**src/rtl/vreg_ctl_pkg.sv**
```systemverilog
// Shared constants and state types for the regulator control register slave.
// Assumes an 8-bit data path and a register file with the control register
// at index 1 and the setpoints at consecutive indices from 2.
package vreg_ctl_pkg;
    localparam int BYTE_W   = 8;
    localparam int CTL_IDX  = 1;
    localparam int SET_BASE = 2;
    localparam int N_STAT   = 3;
    localparam logic [1:0] CTL_RESET_BITS = 2'b01;

    typedef enum logic [2:0] {
        LK_IDLE,
        LK_ADDR,
        LK_PTR,
        LK_WDATA,
        LK_ACK,
        LK_TX
    } link_st_e;

    typedef enum logic [1:0] {
        NX_PTR,
        NX_WDATA,
        NX_TX,
        NX_IDLE
    } after_ack_e;
endpackage

```
**src/rtl/vreg_ctl_sync.sv**
```systemverilog
// Synchronises raw bus lines and status inputs into the clk domain and
// derives SCL edges and START/STOP conditions from the synchronised levels.
// Assumes clk is fast enough to see every SCL phase for several cycles.
module vreg_ctl_sync
    import vreg_ctl_pkg::*;
#(
    parameter int STAGES = 2,
    parameter int NS     = N_STAT
) (
    input  logic          clk,
    input  logic          rst_n,
    input  logic          scl_in,
    input  logic          sda_in,
    input  logic [NS-1:0] stat_in,
    output logic          scl_lvl,
    output logic          sda_lvl,
    output logic [NS-1:0] stat_q,
    output logic          scl_rise,
    output logic          scl_fall,
    output logic          start_det,
    output logic          stop_det
);
    localparam int W = 2 + NS;
    localparam logic [W-1:0] RST_VAL = {2'b11, {NS{1'b0}}};

    logic [W-1:0] chain [STAGES];
    logic         scl_d;
    logic         sda_d;

    genvar g;
    generate
        for (g = 0; g < STAGES; g++) begin : g_stage
            if (g == 0) begin : g_first
                // First flop of the synchroniser chain.
                always_ff @(posedge clk) begin
                    if (!rst_n) chain[g] <= RST_VAL;
                    else        chain[g] <= {scl_in, sda_in, stat_in};
                end
            end else begin : g_next
                // Further synchroniser flops.
                always_ff @(posedge clk) begin
                    if (!rst_n) chain[g] <= RST_VAL;
                    else        chain[g] <= chain[g-1];
                end
            end
        end
    endgenerate

    assign scl_lvl = chain[STAGES-1][W-1];
    assign sda_lvl = chain[STAGES-1][W-2];
    assign stat_q  = chain[STAGES-1][NS-1:0];

    // One-cycle history of the synchronised bus for edge detection.
    always_ff @(posedge clk) begin
        if (!rst_n) begin
            scl_d <= 1'b1;
            sda_d <= 1'b1;
        end else begin
            scl_d <= scl_lvl;
            sda_d <= sda_lvl;
        end
    end

    assign scl_rise  = scl_lvl & ~scl_d;
    assign scl_fall  = ~scl_lvl & scl_d;
    assign start_det = scl_lvl & scl_d & sda_d & ~sda_lvl;
    assign stop_det  = scl_lvl & scl_d & ~sda_d & sda_lvl;
endmodule

```
**src/rtl/vreg_ctl_link.sv**
```systemverilog
// Byte-level bus state machine: shifts in the address, pointer and data
// bytes on SCL rising edges, drives acknowledge and read data after SCL
// falling edges, and issues one write strobe per accepted data byte.
// Assumes START/STOP and edge pulses come from vreg_ctl_sync.
module vreg_ctl_link
    import vreg_ctl_pkg::*;
#(
    parameter logic [6:0] DEV_ADDR = 7'h5B,
    parameter int         PTR_W    = 3
) (
    input  logic              clk,
    input  logic              rst_n,
    input  logic              scl_rise,
    input  logic              scl_fall,
    input  logic              start_det,
    input  logic              stop_det,
    input  logic              sda_lvl,
    input  logic [BYTE_W-1:0] rd_data,
    input  logic              ptr_ok,
    output logic              sda_pull,
    output logic              wr_stb,
    output logic [BYTE_W-1:0] wr_data,
    output logic [PTR_W-1:0]  ptr
);
    link_st_e         state;
    after_ack_e       nxt;
    logic [3:0]       cnt;
    logic [BYTE_W-1:0] sh;
    logic [PTR_W-1:0] ptr_q;
    logic             pull_q;

    // Bus protocol sequencing, bit counting and SDA drive.
    always_ff @(posedge clk) begin
        if (!rst_n) begin
            state  <= LK_IDLE;
            nxt    <= NX_IDLE;
            cnt    <= '0;
            sh     <= '0;
            ptr_q  <= '0;
            pull_q <= 1'b0;
        end else if (start_det) begin
            state  <= LK_ADDR;
            cnt    <= '0;
            pull_q <= 1'b0;
        end else if (stop_det) begin
            state  <= LK_IDLE;
            cnt    <= '0;
            pull_q <= 1'b0;
        end else begin
            case (state)
                LK_ADDR, LK_PTR, LK_WDATA: begin
                    if (scl_rise && cnt != 4'd8) begin
                        sh  <= {sh[BYTE_W-2:0], sda_lvl};
                        cnt <= cnt + 4'd1;
                    end else if (scl_fall && cnt == 4'd8) begin
                        cnt <= '0;
                        case (state)
                            LK_ADDR: begin
                                if (sh[7:1] == DEV_ADDR) begin
                                    pull_q <= 1'b1;
                                    state  <= LK_ACK;
                                    nxt    <= sh[0] ? NX_TX : NX_PTR;
                                end else begin
                                    state  <= LK_IDLE;
                                end
                            end
                            LK_PTR: begin
                                ptr_q  <= sh[PTR_W-1:0];
                                pull_q <= 1'b1;
                                state  <= LK_ACK;
                                nxt    <= NX_WDATA;
                            end
                            default: begin
                                if (ptr_ok) begin
                                    pull_q <= 1'b1;
                                    state  <= LK_ACK;
                                    nxt    <= NX_IDLE;
                                end else begin
                                    state  <= LK_IDLE;
                                end
                            end
                        endcase
                    end
                end
                LK_ACK: begin
                    if (scl_fall) begin
                        case (nxt)
                            NX_PTR: begin
                                pull_q <= 1'b0;
                                state  <= LK_PTR;
                            end
                            NX_WDATA: begin
                                pull_q <= 1'b0;
                                state  <= LK_WDATA;
                            end
                            NX_TX: begin
                                sh     <= rd_data;
                                pull_q <= ~rd_data[BYTE_W-1];
                                cnt    <= '0;
                                state  <= LK_TX;
                            end
                            default: begin
                                pull_q <= 1'b0;
                                state  <= LK_IDLE;
                            end
                        endcase
                    end
                end
                LK_TX: begin
                    if (scl_fall) begin
                        if (cnt == 4'd7) begin
                            pull_q <= 1'b0;
                            state  <= LK_IDLE;
                        end else begin
                            sh     <= {sh[BYTE_W-2:0], 1'b0};
                            pull_q <= ~sh[BYTE_W-2];
                            cnt    <= cnt + 4'd1;
                        end
                    end
                end
                default: ;
            endcase
        end
    end

    assign wr_stb = (state == LK_WDATA) && scl_fall && (cnt == 4'd8) && ptr_ok
                    && !start_det && !stop_det;
    assign wr_data  = sh;
    assign ptr      = ptr_q;
    assign sda_pull = pull_q;
endmodule

```
**src/rtl/vreg_ctl_regs.sv**
```systemverilog
// Register file: control register with live status and the setpoint
// registers. Contents are cleared while the chip is disabled and reloaded
// with power-up values on the enable rising edge, which outranks a write.
// Assumes chip_en is synchronous to clk.
module vreg_ctl_regs
    import vreg_ctl_pkg::*;
#(
    parameter int                      PTR_W    = 3,
    parameter int                      N_SET    = 2,
    parameter logic [N_SET*BYTE_W-1:0] SET_DEFS = {8'h0A, 8'h1E}
) (
    input  logic                    clk,
    input  logic                    rst_n,
    input  logic                    chip_en,
    input  logic                    wr_stb,
    input  logic [BYTE_W-1:0]       wr_data,
    input  logic [PTR_W-1:0]        ptr,
    input  logic [N_STAT-1:0]       stat,
    output logic [BYTE_W-1:0]       rd_data,
    output logic                    ptr_ok,
    output logic [1:0]              ctl_bits,
    output logic [N_SET*BYTE_W-1:0] set_val
);
    localparam logic [PTR_W-1:0] P_CTL = PTR_W'(CTL_IDX);
    localparam logic [PTR_W-1:0] P_END = PTR_W'(SET_BASE + N_SET);

    logic       chip_en_q;
    logic       en_rise;
    logic [1:0] ctl_q;

    // Remember the previous enable level for rising-edge detection.
    always_ff @(posedge clk) begin
        if (!rst_n) chip_en_q <= 1'b0;
        else        chip_en_q <= chip_en;
    end

    assign en_rise = chip_en & ~chip_en_q;

    // Writable control bits: clear, reload, or take a write.
    always_ff @(posedge clk) begin
        if (!rst_n)                     ctl_q <= '0;
        else if (!chip_en)              ctl_q <= '0;
        else if (en_rise)               ctl_q <= CTL_RESET_BITS;
        else if (wr_stb && ptr == P_CTL) ctl_q <= wr_data[1:0];
    end

    genvar i;
    generate
        for (i = 0; i < N_SET; i++) begin : g_set
            localparam logic [PTR_W-1:0] P_MINE = PTR_W'(SET_BASE + i);
            // One setpoint register with clear, reload and write.
            always_ff @(posedge clk) begin
                if (!rst_n)                       set_val[i*BYTE_W +: BYTE_W] <= '0;
                else if (!chip_en)                set_val[i*BYTE_W +: BYTE_W] <= '0;
                else if (en_rise)                 set_val[i*BYTE_W +: BYTE_W] <= SET_DEFS[i*BYTE_W +: BYTE_W];
                else if (wr_stb && ptr == P_MINE) set_val[i*BYTE_W +: BYTE_W] <= wr_data;
            end
        end
    endgenerate

    assign ptr_ok = (ptr >= P_CTL) && (ptr < P_END);

    // Read multiplexer; everything reads zero while disabled.
    always_comb begin
        rd_data = '0;
        if (chip_en) begin
            if (ptr == P_CTL) rd_data = {1'b0, stat, 2'b00, ctl_q};
            for (int k = 0; k < N_SET; k++) begin
                if (ptr == PTR_W'(SET_BASE + k)) rd_data = set_val[k*BYTE_W +: BYTE_W];
            end
        end
    end

    assign ctl_bits = ctl_q;
endmodule

```
**src/rtl/vreg_ctl_i2c.sv**
```systemverilog
// Top level of the regulator control register slave: synchroniser, bus
// state machine and register file. The SDA pad is open drain outside this
// block; sda_pull high means pull the line low.
module vreg_ctl_i2c
    import vreg_ctl_pkg::*;
#(
    parameter logic [6:0] DEV_ADDR    = 7'h5B,
    parameter int         SYNC_STAGES = 2,
    parameter logic [7:0] SET0_DEF    = 8'h1E,
    parameter logic [7:0] SET1_DEF    = 8'h0A
) (
    input  logic       clk,
    input  logic       rst_n,
    input  logic       scl_in,
    input  logic       sda_in,
    input  logic       therm_trip,
    input  logic       undervolt,
    input  logic       power_ok,
    input  logic       chip_en,
    output logic       sda_pull,
    output logic       conv_on,
    output logic       slow_start,
    output logic [7:0] vset_lo,
    output logic [7:0] vset_hi
);
    localparam int PTR_W = 3;
    localparam int N_SET = 2;

    logic                    scl_lvl;
    logic                    sda_lvl;
    logic [N_STAT-1:0]       stat_q;
    logic                    scl_rise;
    logic                    scl_fall;
    logic                    start_det;
    logic                    stop_det;
    logic [BYTE_W-1:0]       rd_data;
    logic                    ptr_ok;
    logic                    wr_stb;
    logic [BYTE_W-1:0]       wr_data;
    logic [PTR_W-1:0]        ptr;
    logic [1:0]              ctl_bits;
    logic [N_SET*BYTE_W-1:0] set_val;

    vreg_ctl_sync #(.STAGES(SYNC_STAGES), .NS(N_STAT)) u_sync (
        .clk       (clk),
        .rst_n     (rst_n),
        .scl_in    (scl_in),
        .sda_in    (sda_in),
        .stat_in   ({therm_trip, undervolt, power_ok}),
        .scl_lvl   (scl_lvl),
        .sda_lvl   (sda_lvl),
        .stat_q    (stat_q),
        .scl_rise  (scl_rise),
        .scl_fall  (scl_fall),
        .start_det (start_det),
        .stop_det  (stop_det)
    );

    vreg_ctl_link #(.DEV_ADDR(DEV_ADDR), .PTR_W(PTR_W)) u_link (
        .clk       (clk),
        .rst_n     (rst_n),
        .scl_rise  (scl_rise),
        .scl_fall  (scl_fall),
        .start_det (start_det),
        .stop_det  (stop_det),
        .sda_lvl   (sda_lvl),
        .rd_data   (rd_data),
        .ptr_ok    (ptr_ok),
        .sda_pull  (sda_pull),
        .wr_stb    (wr_stb),
        .wr_data   (wr_data),
        .ptr       (ptr)
    );

    vreg_ctl_regs #(
        .PTR_W    (PTR_W),
        .N_SET    (N_SET),
        .SET_DEFS ({SET1_DEF, SET0_DEF})
    ) u_regs (
        .clk      (clk),
        .rst_n    (rst_n),
        .chip_en  (chip_en),
        .wr_stb   (wr_stb),
        .wr_data  (wr_data),
        .ptr      (ptr),
        .stat     (stat_q),
        .rd_data  (rd_data),
        .ptr_ok   (ptr_ok),
        .ctl_bits (ctl_bits),
        .set_val  (set_val)
    );

    assign conv_on    = ctl_bits[0];
    assign slow_start = ctl_bits[1];
    assign vset_lo    = set_val[BYTE_W-1:0];
    assign vset_hi    = set_val[2*BYTE_W-1:BYTE_W];
endmodule

```
**config.mk**
```make
export PLATFORM = sky130hd
export DESIGN_NAME = vreg_ctl_i2c
export DESIGN_NICKNAME = d
export VERILOG_FILES = /design/src/rtl/vreg_ctl_pkg.sv /design/src/rtl/vreg_ctl_sync.sv /design/src/rtl/vreg_ctl_link.sv /design/src/rtl/vreg_ctl_regs.sv /design/src/rtl/vreg_ctl_i2c.sv
export SDC_FILE = /design/constraint.sdc
export NUM_CORES = 1
export LEC_CHECK = 0
export BUFFER_PORTS_ARGS = -buffer_cell sky130_fd_sc_hd__buf_2
export CAP_MARGIN = 10
export CORE_MARGIN = 5
export CORE_UTILIZATION = 34
export CTS_CLUSTER_SIZE = 10
export DETAILED_ROUTE_END_ITERATION = 10
export HOLD_SLACK_MARGIN = 0.03
export PLACE_DENSITY = 0.49
export SLEW_MARGIN = 20
export SYNTH_ARGS = -nofsm -noshare
export SYNTH_HDL_FRONTEND = slang
export SYNTH_SLANG_ARGS = --single-unit
```
**constraint.sdc**
```tcl
create_clock -name clk -period 4 [get_ports clk]
set_clock_uncertainty 0.1 [all_clocks]
set_input_delay 1 -clock clk [delete_from_list [all_inputs] [get_ports clk]]
set_output_delay 1 -clock clk [all_outputs]
set_load 0.05 [all_outputs]
```
==> results.ini <==
[detailed_routing]
drc=0
wl_um=6048
avgViaCountPerCell=5.153
drtAntennaViolNets=0
drt-pass1-iter-count=4
vias=2025
drtIter0Drc=118
wl_per_cell_um=15.39

[setup_path]
cp_top_family=simple AND/OR/NAND/NOR gates
setup.worst_path.end_class=flop
crit_type=flop to flop
worst_setup_path_start_kind=flop
cp_slowest_cell=nor4_4
path_cells=nand4b_1, a22o_4, nor4_4, o311ai_1, o211a_1
path_max_fanout=16
cp_slowest_stage_delay_ns=0.71
required_ns=4.11
cp.buffers_inverters=0
worstPathArrival_ns=2.52

[floorplan]
core_area_um2=7647
rows=32
pin_count=27
start_util=0.3451
fp.dieH_um=98.10
die_x_um=98.10
design.die.area_um2=9623

[job]
cap_violations=0

[cts]
path_clk_slew_ns=0.10
cts_root_buf=clkbuf_8
cts_made_buffers=5
postCtsSetupBuffers=0
clk_latency_ns=0.31
cts_tree=done
cts_sinks=52
clk_path_buf_depth=2
cts_max_level=2
cts_resized=0
hold_buffers=0

[synth]
synth_common_cells=dfxtp_1 (52), mux2i_1 (27), nor2_1 (24), nand2_1 (16), nand2b_1 (12)
synth_fp_nets=286
yosys.area.top_type=dfxtp_1
yosysMostFrequentCell=dfxtp_1
async_flop_share=0
synth_seq_cells=52
synth_top_flop_cell=dfxtp_1
syn_area_um2=2639
syn-mean-instance-area_um2=9.737
synth_edf_count=0
yosys_warnings=0
syn-instance-count=271
netlist.area_leader.share=0.3945
synth_cell_type_count=53
synth_seq_area_share=0.3945
synth_area_leaders=dfxtp_1 (39%), mux2i_1 (10%), nor2_1 (3.4%)

[placement]
port_buffers=26
placed_cell_area_um2=2811
gp_congestion=0.7906
dp_hpwl_um=4470

[power]
power.leakage_nw=1.301
power_per_cell_area_nw_per_um2=307.8
vdd_drop_max_uv=143.8
total_power_uw=893.1

[finish]
area_delta_synth_final_pct=9.957
finalNetCount=305
drive_gt1_frac=0.1649
num-fill-cells=776
fin_area_um2=2902
diodes=0

[sta]
timing.hold.ws_ns=0.3122
rsz0062_at_grt=no
final_hold_viol_count=0
tns_ns=0
setup_viol=0
drv_slew=0
fin_crit_sh=0.6030
period_needed_ns=2.412
max_slew_margin=0.4677
tightestPinTransition_ns=0.7925
timing.fmax_mhz=414.6

[global_route]
grt_overflow_total=0
antenna_found_initial=0
grt_pass1_vias=2029
grt_use_total=0.1329
grt_pass1_wl_um=10400
grt_max_degree=29

[status]
status=completed

[worst_hold_path]
hold_class=flop to flop

==> routing by layer <==
layer  part of all wire  track usage  up-vias
li1                   -            -     1019
met1               0.49       0.1797      962
met2               0.47       0.2126       38
met3              0.032      0.02929        6
met4              0.014      0.03940        0
met5                  0            0        -
==> placed cells by master, fill, tap and decap left out, types with 5 or more instances in the layout <==
master      n
a21oi_1    11
a22oi_1     5
and2_1      6
buf_2      26
clkbuf_8    5
dfxtp_1    52
ha_1        7
inv_1       7
mux2i_1    27
nand2_1    16
nand2b_1   12
nand3_1     8
nand3b_1    5
nor2_1     24
nor2b_1     6
nor3b_1     7
o211a_1     8
o21ai_0     8
o2bb2ai_1   5
==> flip-flops by register name, summed over array words and instances, names as in the netlist <==
register	flops
u_regs.set_val	16
u_sync.chain	10
u_link.wr_data	8
u_link.cnt	4
u_link.ptr	3
u_link.state	3
u_link.nxt	2
u_regs.ctl_bits	2
u_link.sda_pull	1
u_regs.chip_en_q	1
u_sync.scl_d	1
u_sync.sda_d	1
==> worst paths after layout <==
path         slack, ns  depth (start not counted)                              to                     startpoint
max               1.59                          5  u_link.wr_data[2]$_SDFFE_PN0P_   u_link.state[2]$_SDFFE_PP0P_
min               0.31                          1   u_sync.chain[1][4]$_SDFF_PN1_  u_sync.chain[0][4]$_SDFF_PN1_
max reg2reg       1.59                          5  u_link.wr_data[2]$_SDFFE_PN0P_   u_link.state[2]$_SDFFE_PP0P_
min reg2reg       0.31                          1   u_sync.chain[1][4]$_SDFF_PN1_  u_sync.chain[0][4]$_SDFF_PN1_
==> cell type report <==
cell class                 count  area (um2)  share of cell area
clock buffer                   5       68.82             0.02372
clock inverter                 3       21.27            0.007331
inverter                       7       26.28            0.009056
multi-input combinational    198        1486              0.5123
sequential                    52        1041              0.3588
tap                          102       127.6             0.04398
timing repair buffer          26       130.1             0.04485
==> per-stage QoR <==
stage	util	setup slack, ns	instances
floorplan	-	1.934	271
global placement	0.3676	1.573	385
detailed placement	0.3676	1.545	385
CTS	0.3794	1.586	393
global route	0.3794	1.381	393
finish	0.3794	1.588	393
==> kinds of logic (layout without fill, tap and decap cells) <==
family          Yosys count  after routing  synth area share
compound gates           61             61            0.1807
xor+xnor                  1              1          0.003320
fa+ha+maj                 7              7           0.03319
buf+inv                  21             41           0.04220
flops                    52             52            0.3945
mux                      27             27            0.1024
simple gates            102            102            0.2437
==> where the power goes <==
part,total [mW],switching [mW],leakage (nW),internal [mW]
registers,0.536,0.00799,0.423,0.528
logic,0.0496,0.0328,0.834,0.0168
clock network,0.308,0.183,0.0445,0.125
Note: power is estimated with default switching activity, not from simulation.
